===== src/rtl/irq_gather_pkg.sv =====
package irq_gather_pkg;
  localparam int REG_W       = 32;
  localparam int MAX_SRC     = 15;
  localparam int MASTER_POS  = 31;
  localparam int EN_BASE     = 16;
  localparam int SUMMARY_POS = 15;

  typedef struct packed {
    logic               valid;
    logic               master;
    logic [MAX_SRC-1:0] en_sel;
    logic [MAX_SRC-1:0] ack;
  } wr_cmd_t;

  function automatic wr_cmd_t decode_write(input logic wr, input logic [REG_W-1:0] w);
    wr_cmd_t c;
    c.valid  = wr;
    c.master = w[MASTER_POS];
    c.en_sel = w[EN_BASE +: MAX_SRC];
    c.ack    = w[MAX_SRC-1:0];
    return c;
  endfunction
endpackage


===== src/rtl/irq_rise_detect.sv =====
module irq_rise_detect #(
  parameter int NUM_SRC = 15
) (
  input  logic               clk,
  input  logic               rst_n,
  input  logic [NUM_SRC-1:0] req_i,
  output logic [NUM_SRC-1:0] rise_o
);
  logic [NUM_SRC-1:0] prev_q;

  always_ff @(posedge clk) begin
    if (!rst_n) prev_q <= '0;
    else        prev_q <= req_i;
  end

  assign rise_o = req_i & ~prev_q;
endmodule


===== src/rtl/irq_pend_bank.sv =====
module irq_pend_bank #(
  parameter int NUM_SRC = 15
) (
  input  logic               clk,
  input  logic               rst_n,
  input  logic [NUM_SRC-1:0] rise_i,
  input  logic               ack_en_i,
  input  logic [NUM_SRC-1:0] ack_i,
  output logic [NUM_SRC-1:0] pend_o
);
  for (genvar k = 0; k < NUM_SRC; k++) begin : g_pend
    logic pend_q;
    always_ff @(posedge clk) begin
      if (!rst_n)                      pend_q <= 1'b0;
      else if (rise_i[k])              pend_q <= 1'b1;   // new edge outranks acknowledge
      else if (ack_en_i && ack_i[k])   pend_q <= 1'b0;
    end
    assign pend_o[k] = pend_q;
  end
endmodule


===== src/rtl/irq_mask_bank.sv =====
module irq_mask_bank #(
  parameter int NUM_SRC = 15
) (
  input  logic               clk,
  input  logic               rst_n,
  input  logic               wr_i,
  input  logic               master_i,
  input  logic [NUM_SRC-1:0] sel_i,
  output logic [NUM_SRC-1:0] en_o,
  output logic               master_o
);
  logic master_q;

  for (genvar k = 0; k < NUM_SRC; k++) begin : g_en
    logic en_q;
    always_ff @(posedge clk) begin
      if (!rst_n)                 en_q <= 1'b0;
      else if (wr_i && sel_i[k])  en_q <= master_i;
    end
    assign en_o[k] = en_q;
  end

  always_ff @(posedge clk) begin
    if (!rst_n)    master_q <= 1'b0;
    else if (wr_i) master_q <= master_i;
  end

  assign master_o = master_q;
endmodule


===== src/rtl/irq_gather_reg.sv =====
module irq_gather_reg
  import irq_gather_pkg::*;
#(
  parameter int NUM_SRC = 15
) (
  input  logic               clk,
  input  logic               rst_n,
  input  logic               bus_wr_en,
  input  logic [REG_W-1:0]   bus_wdata,
  input  logic [NUM_SRC-1:0] src_req,
  output logic [REG_W-1:0]   bus_rd_data,
  output logic               irq_o
);
  localparam int N = (NUM_SRC > MAX_SRC) ? MAX_SRC : NUM_SRC;

  wr_cmd_t        cmd;
  logic [N-1:0]   rise;
  logic [N-1:0]   pend;
  logic [N-1:0]   en;
  logic           master;
  logic           unused_wdata_bit;

  assign cmd              = decode_write(bus_wr_en, bus_wdata);
  assign unused_wdata_bit = bus_wdata[SUMMARY_POS];

  irq_rise_detect #(.NUM_SRC(N)) rise_i (
    .clk(clk), .rst_n(rst_n), .req_i(src_req[N-1:0]), .rise_o(rise)
  );

  irq_pend_bank #(.NUM_SRC(N)) pend_i (
    .clk(clk), .rst_n(rst_n), .rise_i(rise),
    .ack_en_i(cmd.valid), .ack_i(cmd.ack[N-1:0]), .pend_o(pend)
  );

  irq_mask_bank #(.NUM_SRC(N)) mask_i (
    .clk(clk), .rst_n(rst_n), .wr_i(cmd.valid), .master_i(cmd.master),
    .sel_i(cmd.en_sel[N-1:0]), .en_o(en), .master_o(master)
  );

  always_comb begin
    bus_rd_data                 = '0;
    bus_rd_data[N-1:0]          = pend;
    bus_rd_data[EN_BASE +: N]   = en;
    bus_rd_data[SUMMARY_POS]    = |pend;
    bus_rd_data[MASTER_POS]     = master;
  end

  assign irq_o = master & (|(pend & en));
endmodule


===== config.mk =====
export PLATFORM = sky130hd
export DESIGN_NAME = irq_gather_reg
export DESIGN_NICKNAME = d
export VERILOG_FILES = /design/src/rtl/irq_gather_pkg.sv /design/src/rtl/irq_rise_detect.sv /design/src/rtl/irq_pend_bank.sv /design/src/rtl/irq_mask_bank.sv /design/src/rtl/irq_gather_reg.sv
export SDC_FILE = /design/constraint.sdc
export NUM_CORES = 1
export LEC_CHECK = 0
export BUFFER_PORTS_ARGS = -buffer_cell sky130_fd_sc_hd__buf_2
export CORE_UTILIZATION = 48
export CTS_BUF_LIST = sky130_fd_sc_hd__clkbuf_4 sky130_fd_sc_hd__clkbuf_8 sky130_fd_sc_hd__clkbuf_16
export DETAILED_ROUTE_END_ITERATION = 8
export MAX_ROUTING_LAYER = met4
export PLACE_DENSITY = 0.8
export SLEW_MARGIN = 20
export SYNTH_ARGS = -nofsm -noshare
export SYNTH_HDL_FRONTEND = slang
export SYNTH_SLANG_ARGS = --single-unit
export TNS_END_PERCENT = 10

===== constraint.sdc =====
create_clock -name clk -period 1.73 [get_ports clk]
set_clock_uncertainty 0.15 [all_clocks]
set_input_delay 0.0865 -clock clk [delete_from_list [all_inputs] [get_ports clk]]
set_output_delay 0.0865 -clock clk [all_outputs]
set_load 0.05 [all_outputs]

==> impl_results.rst, run 1 <==
.. list-table::
   :header-rows: 1

   * - Metric
     - Value
   * - Global router's overall resource usage
     - 21.4%
   * - R2r endpoint
     - pend_i.g_pend[1].pend_q
   * - Classification of the worst setup path
     - flip-flop to output pin
   * - CTS Sinks
     - 46
   * - Period utilisation layout
     - 97.5%
   * - Final min period
     - 1690 ps
   * - Total instance count after detailed placement
     - approximately 320
   * - Final total power
     - between 2 and 2.5 mW
   * - Total wire length
     - 4580 um
   * - Post-layout net count
     - approximately 350
   * - Number of levels in the clock H-tree
     - 2
   * - Maximum fanout along the worst path
     - 4
   * - Crit path largest cell delay
     - approximately 350 ps
   * - Post-CTS Setup Inserts
     - 0
   * - Overall via count from detail_route
     - around 1700
   * - Worst setup slack before clock tree synthesis
     - 314 ps
   * - Part of the Yosys area used for sequential elements
     - 45.0%
   * - Measured slew at the worst slew-check pin
     - 617 ps
   * - CTS tree
     - done
   * - Buffers plus inverters on the worst setup path
     - 1
   * - Remaining global-route overflow
     - 0
   * - PortBufs
     - slightly above 80
   * - Start point of the critical path
     - pend_i.g_pend[13].pend_q
   * - Detailed-route DRC error count
     - 0
   * - Worst slew margin
     - 58.9%
   * - Max Clock Freq
     - roughly 590 MHz
   * - Layout cell share with drive strength beyond 1
     - 29.6%
   * - Synth-to-layout area growth
     - 28.8%
   * - Root Buffer Master
     - sky130_fd_sc_hd__clkbuf_8
   * - Global-route wire length before repair
     - 6890 um
   * - Endpoint of the worst setup timing path
     - irq_o
   * - Clk_lat worst skew
     - approximately 290 ps
   * - Largest net degree at the start of global routing
     - 47
   * - Syn avg cell area
     - 9.13 sq um
   * - Initial Utilization
     - 50.4%
   * - Post-DR vias/cell
     - 4.73
   * - TritonRoute pass-1 iters
     - 4
   * - CP endpoint kind
     - output pin
   * - Number of antenna violations at the first check in global routing
     - 0
   * - CTS clk-pin slew, worst paths
     - around 80 ps
   * - Total of max-cap violations
     - 0
   * - CTS buffer count
     - 5
   * - Setup TNS after final layout
     - 0 ps
   * - Worst min path class
     - input port to flip-flop
   * - Reg-to-reg critical path startpoint
     - pend_i.g_pend[1].pend_q
   * - Post-detailed-route count of antenna-violating nets
     - 0
   * - Fin worst setup slack
     - about 44 ps
   * - Power density relative to cell area
     - around 880 nW/um^2
   * - Number of global-route vias before repair
     - approximately 1500
   * - Type of origin of the critical path
     - flip-flop
   * - R2R Setup Slk
     - 910 ps
   * - Cells on worst reg2reg path
     - 2
   * - Final-report hold violation count
     - 0
   * - Distinct cells, synth
     - 19
   * - Kind of cell adding the most delay to the critical path
     - compound AO/OA/AOI/OAI gates
   * - Levels on crit path
     - 4
   * - Number of primary I/O pins
     - 83
   * - LEAKAGE
     - roughly 1.3 nW
   * - Average wire per standard cell
     - 12.9 um
   * - Status
     - complete, no violations
   * - DIE WIDTH
     - 67.3 um
   * - Placeable core region
     - 4060 sq um
   * - Count of inserted antenna diode cells
     - 0
   * - Critical path's slowest cell
     - sky130_fd_sc_hd__a222oi_1
   * - Row count
     - 23
   * - Total nets after synthesis
     - 274
   * - Worst path required time
     - 1490 ps
   * - Max Root-Sink Buffers
     - 2
   * - Number of DRC violations after detailed-routing iteration 0
     - 63
   * - Final HPWL from detailed placement
     - slightly below 3000 um
   * - Filler Cell Count
     - 362
   * - Ordered list of cells on the worst path
     - a222oi_1 -> nand3_1 -> o21a_1 -> buf_6
   * - Crit path arrival time
     - 1450 ps
   * - DIE HEIGHT
     - between 60 and 70 um
   * - Setup-failing EPs final
     - 0
   * - Post-Syn Area
     - 2050 sq um
   * - Unrepaired setup endpoints after global routing
     - yes
   * - Final core utilization
     - 64.9%
   * - Cell count after synthesis
     - 224
   * - Slew Viols, Final
     - 0
   * - Peak supply drop
     - between 600 and 700 uV
   * - Final standard cell count with taps included and fillers excluded
     - 354
   * - Total of flip-flops plus latches after synthesis
     - 46
   * - DIE AREA
     - 4530 sq um
   * - Final GP Congestion
     - 0.732
   * - Yosys Warn Count
     - 0
Yosys cell counts (all sizes together):
master / count / share of area (%)
and2: 15 / 4.6
a21oi: 15 / 3.7
nand3: 2 / 0.49
nor2b: 45 / 14
nand4: 2 / 0.61
a21boi: 1 / 0.37
nor3: 1 / 0.24
nor4: 3 / 0.92
dfxtp: 46 / 45
o21a: 1 / 0.37
a22oi: 6 / 2.2
buf: 35 / 13
mux2i: 15 / 7.3
a222oi: 1 / 0.49
clkbuf: 5 / 0.98
nand2: 31 / 5.7
sequential cells by signal, summed over array words and instances (netlist names):
register	count
rise_i.prev_q	15
mask_i.g_en.en_q	15
pend_i.g_pend.pend_q	15
mask_i.master_o	1
layout by cell type (no fill, tap or decap):
master                          instances
sky130_fd_sc_hd__buf_2                 80
sky130_fd_sc_hd__nor2b_1               45
sky130_fd_sc_hd__dfxtp_1               45
sky130_fd_sc_hd__nand2_1               31
sky130_fd_sc_hd__dlygate4sd3_1         31
sky130_fd_sc_hd__and2_1                15
sky130_fd_sc_hd__mux2i_1               15
sky130_fd_sc_hd__a21oi_1               15
sky130_fd_sc_hd__a22oi_1                6
sky130_fd_sc_hd__clkbuf_8               6
sky130_fd_sc_hd__nor4_1                 3
sky130_fd_sc_hd__nand4_1                2
sky130_fd_sc_hd__nand3_1                2
sky130_fd_sc_hd__a222oi_1               1
sky130_fd_sc_hd__o21a_1                 1
sky130_fd_sc_hd__nor3_1                 1
sky130_fd_sc_hd__a21boi_1               1
sky130_fd_sc_hd__clkinv_2               1
sky130_fd_sc_hd__clkbuf_4               1
sky130_fd_sc_hd__buf_6                  1
sky130_fd_sc_hd__dfxtp_2                1
how the worst min path moves through the flow:
stage	cells after the start	from	endpoint
global placement	2	src_req[1]	rise_i.prev_q[1]
finish	4	bus_wdata[28]	mask_i.g_en[12].en_q
CTS	4	bus_wdata[28]	mask_i.g_en[12].en_q
floorplan	1	src_req[0]	rise_i.prev_q[0]
global route	4	bus_wdata[20]	mask_i.g_en[4].en_q
detailed placement	2	src_req[5]	rise_i.prev_q[5]
kinds of logic (layout without fill, tap and decap cells):
logic type      Yosys count  after routing  synth area share (%)
compound gates           24             24                  7.09
buf+inv                  40            120                  14.2
flops                    46             46                  45.0
mux                      15             15                  7.34
simple gates             99             99                  26.3
final cells by class:
| type | count | area [sq um] | area share (%) |
|---|---|---|---|
| sequential | 46 | 922 | 35.0 |
| multi-input combinational | 138 | 833 | 31.6 |
| timing repair buffer | 112 | 722 | 27.4 |
| clock buffer | 7 | 90.1 | 3.42 |
| tap | 50 | 62.6 | 2.37 |
| clock inverter | 1 | 5.00 | 0.190 |
per-layer routing:
metal	GRT usage, %	vias to the layer above	share of wire [%]
met5	-	-	0
met4	7.98	0	1.8
met3	3.72	8	4.4
met2	36.1	54	50
met1	25.3	754	44
li1	-	858	-
per-stage QoR:
step	hold WS (ps)	area [sq um]
2_1_floorplan	58.2	2050
3_3_place_gp	149	2220
3_5_place_dp	151	2220
4_1_cts	2.89	2630
5_1_grt	24.0	2640
6_report	4.94	2640
power breakdown:
| group | switching [mW] | leakage, nW | total (mW) | internal [mW] |
|---|---|---|---|---|
| clock | 0.338 | 0.0517 | 0.676 | 0.338 |
| sequential | 0.0511 | 0.381 | 1.17 | 1.12 |
| combinational | 0.287 | 0.846 | 0.482 | 0.195 |
| total | 0.675 | 1.28 | 2.33 | 1.66 |
worst min-delay path, cell delays in order:
cell                      delay [ps]
sky130_fd_sc_hd__buf_2           100
sky130_fd_sc_hd__nand2_1          70
sky130_fd_sc_hd__mux2i_1          70
sky130_fd_sc_hd__nor2b_1          90
timing repair:
action	CTS	global route
hold buffers	31	0
gates resized for setup	1	2
endpoints found under the setup margin	1	1
endpoints found under the hold margin	31	0
pin swaps	1	2
Note: power is estimated with default switching activity, not from simulation.
==> run 2, diff against run 1 <==
--- a/config.mk
+++ b/config.mk
@@ -11,6 +11,7 @@
 export DETAILED_ROUTE_END_ITERATION = 8
 export MAX_ROUTING_LAYER = met4
 export PLACE_DENSITY = 0.8
+export SETUP_SLACK_MARGIN = 0.3
 export SLEW_MARGIN = 20
 export SYNTH_ARGS = -nofsm -noshare
 export SYNTH_HDL_FRONTEND = slang
==> run 2 against run 1 <==
Compared with the run above:
- sequential share of layout area shrank 0.16 points
- core utilization grew 0.56 points
- global-route usage is essentially flat
- cell count is the same
- non-clock buffer count is the same
- total power grew 0.30%
- critical path depth is the same
- combinational power is essentially flat
- largest power group unchanged
- critical path type unchanged
- count of clock-buffer cells in the layout is the same
- register-to-register slack is essentially flat
- critical endpoint unchanged
- sequential power is essentially flat
- clock power is essentially flat
==> impl_results.rst, run 2 (synthesis results as in run 1) <==
.. list-table::
   :header-rows: 1

   * - Metric
     - Value
   * - Overall via count from detail_route
     - 1671 (-0.18%)
   * - Global-route wire length before repair
     - 6910 um (+0.19%)
   * - Detailed-route DRC error count
     - 0 (unchanged)
   * - CTS Sinks
     - 46 (unchanged)
   * - Post-detailed-route count of antenna-violating nets
     - 0 (unchanged)
   * - Number of DRC violations after detailed-routing iteration 0
     - 74 (+17%)
   * - Final HPWL from detailed placement
     - 2900 um (unchanged)
   * - Layout cell share with drive strength beyond 1
     - 31.3% (+1.6 points)
   * - Global router's overall resource usage
     - 21.4% (+0.037 points)
   * - Root Buffer Master
     - sky130_fd_sc_hd__clkbuf_8
   * - Slew Viols, Final
     - 0 (unchanged)
   * - Total of max-cap violations
     - 0 (unchanged)
   * - Power density relative to cell area
     - 880 nW/um^2 (-0.55%)
   * - DIE AREA
     - 4530 sq um (unchanged)
   * - Classification of the worst setup path
     - flip-flop to output pin
   * - Worst path required time
     - 1490 ps (about the same)
   * - Final core utilization
     - 65.5% (+0.56 points)
   * - Peak supply drop
     - 669 uV (+0.36%)
   * - Commonest non-fill, non-tap cell in the layout
     - sky130_fd_sc_hd__buf_2
   * - Worst hold slack
     - 5.00 ps (+0.0618 ps)
   * - Type of origin of the critical path
     - flip-flop
   * - Maximum fanout along the worst path
     - 3 (-1)
   * - Largest net degree at the start of global routing
     - 47 (unchanged)
   * - Status
     - complete, no violations
   * - Unrepaired setup endpoints after global routing
     - yes
   * - Setup-failing EPs final
     - 0 (unchanged)
   * - Number of levels in the clock H-tree
     - 2 (unchanged)
   * - Post-CTS Setup Inserts
     - 0 (unchanged)
   * - CTS clk-pin slew, worst paths
     - 80 ps (about the same)
   * - Count of inserted antenna diode cells
     - 0 (unchanged)
   * - Measured slew at the worst slew-check pin
     - 619 ps (+2.13 ps)
   * - Average wire per standard cell
     - 13.0 um (+0.52%)
   * - CTS tree
     - done
   * - TritonRoute pass-1 iters
     - 5 (+1)
   * - DIE WIDTH
     - 67.3 um (unchanged)
   * - Crit path arrival time
     - 1440 ps (about the same)
   * - LEAKAGE
     - 1.29 nW (+0.51%)
   * - Max Clock Freq
     - 598 MHz (+0.82%)
   * - Max Root-Sink Buffers
     - 2 (unchanged)
   * - Row count
     - 23 (unchanged)
   * - Number of global-route vias before repair
     - 1486 (+0.20%)
   * - Remaining global-route overflow
     - 0 (unchanged)
   * - Period utilisation layout
     - 96.7% (-0.79 points)
   * - Finished layout cell area
     - 2660 sq um (+0.85%)
   * - Critical path's slowest cell
     - sky130_fd_sc_hd__a222oi_1
   * - Worst slew margin
     - 58.7% (-0.14 points)
   * - CTS buffer count
     - 5 (unchanged)
   * - DIE HEIGHT
     - 67.3 um (unchanged)
   * - Post-layout net count
     - 353 (unchanged)
   * - Crit path largest cell delay
     - 340 ps (about the same)
   * - Clk_lat worst skew
     - 290 ps (about the same)
   * - Final GP Congestion
     - 0.732 (unchanged)
   * - Synth-to-layout area growth
     - 29.9%
   * - Most used cells in the layout excluding fill and tap cells
     - sky130_fd_sc_hd__buf_2, sky130_fd_sc_hd__nor2b_1, sky130_fd_sc_hd__dfxtp_1
   * - Worst min path class
     - input port to flip-flop
   * - Placed Instance Area
     - 2220 sq um (unchanged)
   * - Number of antenna violations at the first check in global routing
     - 0 (unchanged)
   * - CP endpoint kind
     - output pin
   * - Final-report hold violation count
     - 0 (unchanged)
   * - Initial Utilization
     - 50.4% (unchanged)
   * - Placeable core region
     - 4060 sq um (unchanged)
   * - PortBufs
     - 81 (unchanged)
   * - Ordered list of cells on the worst path
     - a222oi_1 -> nand3_1 -> o21a_1 -> buf_6
   * - Number of primary I/O pins
     - 83 (unchanged)
   * - Post-DR vias/cell
     - 4.72 (-0.18%)
   * - Largest registers in the final layout
     - mask_i.g_en.en_q x15, pend_i.g_pend.pend_q x15, rise_i.prev_q x15
   * - Final min period
     - 1670 ps (-13.7 ps)
   * - Total wire length
     - 4610 um (+0.52%)
-- run 2: cell types whose count changed in the layout (fill, tap and decap cells not counted) --
| cell | previous run | this run |
|---|---|---|
| sky130_fd_sc_hd__buf_6 | 1 | 2 |
| sky130_fd_sc_hd__nor4_2 | 0 | 2 |
| sky130_fd_sc_hd__dfxtp_2 | 1 | 4 |
| sky130_fd_sc_hd__nor4_1 | 3 | 1 |
| sky130_fd_sc_hd__buf_2 | 80 | 79 |
| sky130_fd_sc_hd__dfxtp_1 | 45 | 42 |
-- run 2: final cells by class --
type	count	area (sq um)
Fill cell	359	1400
Sequential cell	46	926
Multi-Input combinational cell	138	846
Timing Repair Buffer	112	728
Clock buffer	7	90.1
Tap cell	50	62.6
Clock inverter	1	5.00
-- run 2: path summary, 6_finish.rpt --
check | start | to | slack (ps) | cells after the start
worst max-delay path | mask_i.g_en[13].en_q | irq_o | 60 | 4
worst min-delay path | bus_wdata[28] | mask_i.g_en[12].en_q | 5 | 4
worst max register to register | pend_i.g_pend[9].pend_q | pend_i.g_pend[9].pend_q | 900 | 2
worst min register to register | mask_i.g_en[8].en_q | mask_i.g_en[8].en_q | 320 | 2
-- run 2: critical path: cells and delay by family (launching register included) --
| kind | cells | cell delay, ps |
|---|---|---|
| AOI/OAI and AO/OA | 2 | 540 |
| DFF | 1 | 330 |
| buffers and inverters | 1 | 150 |
| and+or+nand+nor | 1 | 120 |
-- run 2: per-layer routing --
metal,up-vias,global-route usage (%),routed length (um)
met3,8,3.72,207
met4,0,7.98,81
met2,56,36.3,2260
met5,-,-,0
met1,749,25.3,2060
li1,858,-,-
-- run 2: where the power goes --
| part | internal (mW) | switching [mW] |
|---|---|---|
| Combinational | 0.198 | 0.287 |
| Sequential | 1.12 | 0.0534 |
| Clock | 0.338 | 0.338 |
| Total | 1.66 | 0.678 |
-- run 2: repair_timing --
action	in CTS	in global routing
setup endpoints to repair	2	2
resized for setup	2	9
hold buffers	31	0
pin swaps	2	3
hold endpoints to repair	31	0
-- run 2: per-stage QoR --
step | std cells | total power, mW | setup TNS (ps) | worst slack, ps
5_1_grt | 354 | 2.44 | -39.8 | -39.8
2_1_floorplan | 224 | 1.55 | 0 | 409
3_3_place_gp | 315 | 1.61 | 0 | 316
3_5_place_dp | 315 | 1.62 | 0 | 314
6_report | 354 | 2.34 | 0 | 57.3
4_1_cts | 354 | 2.34 | 0 | 31.1
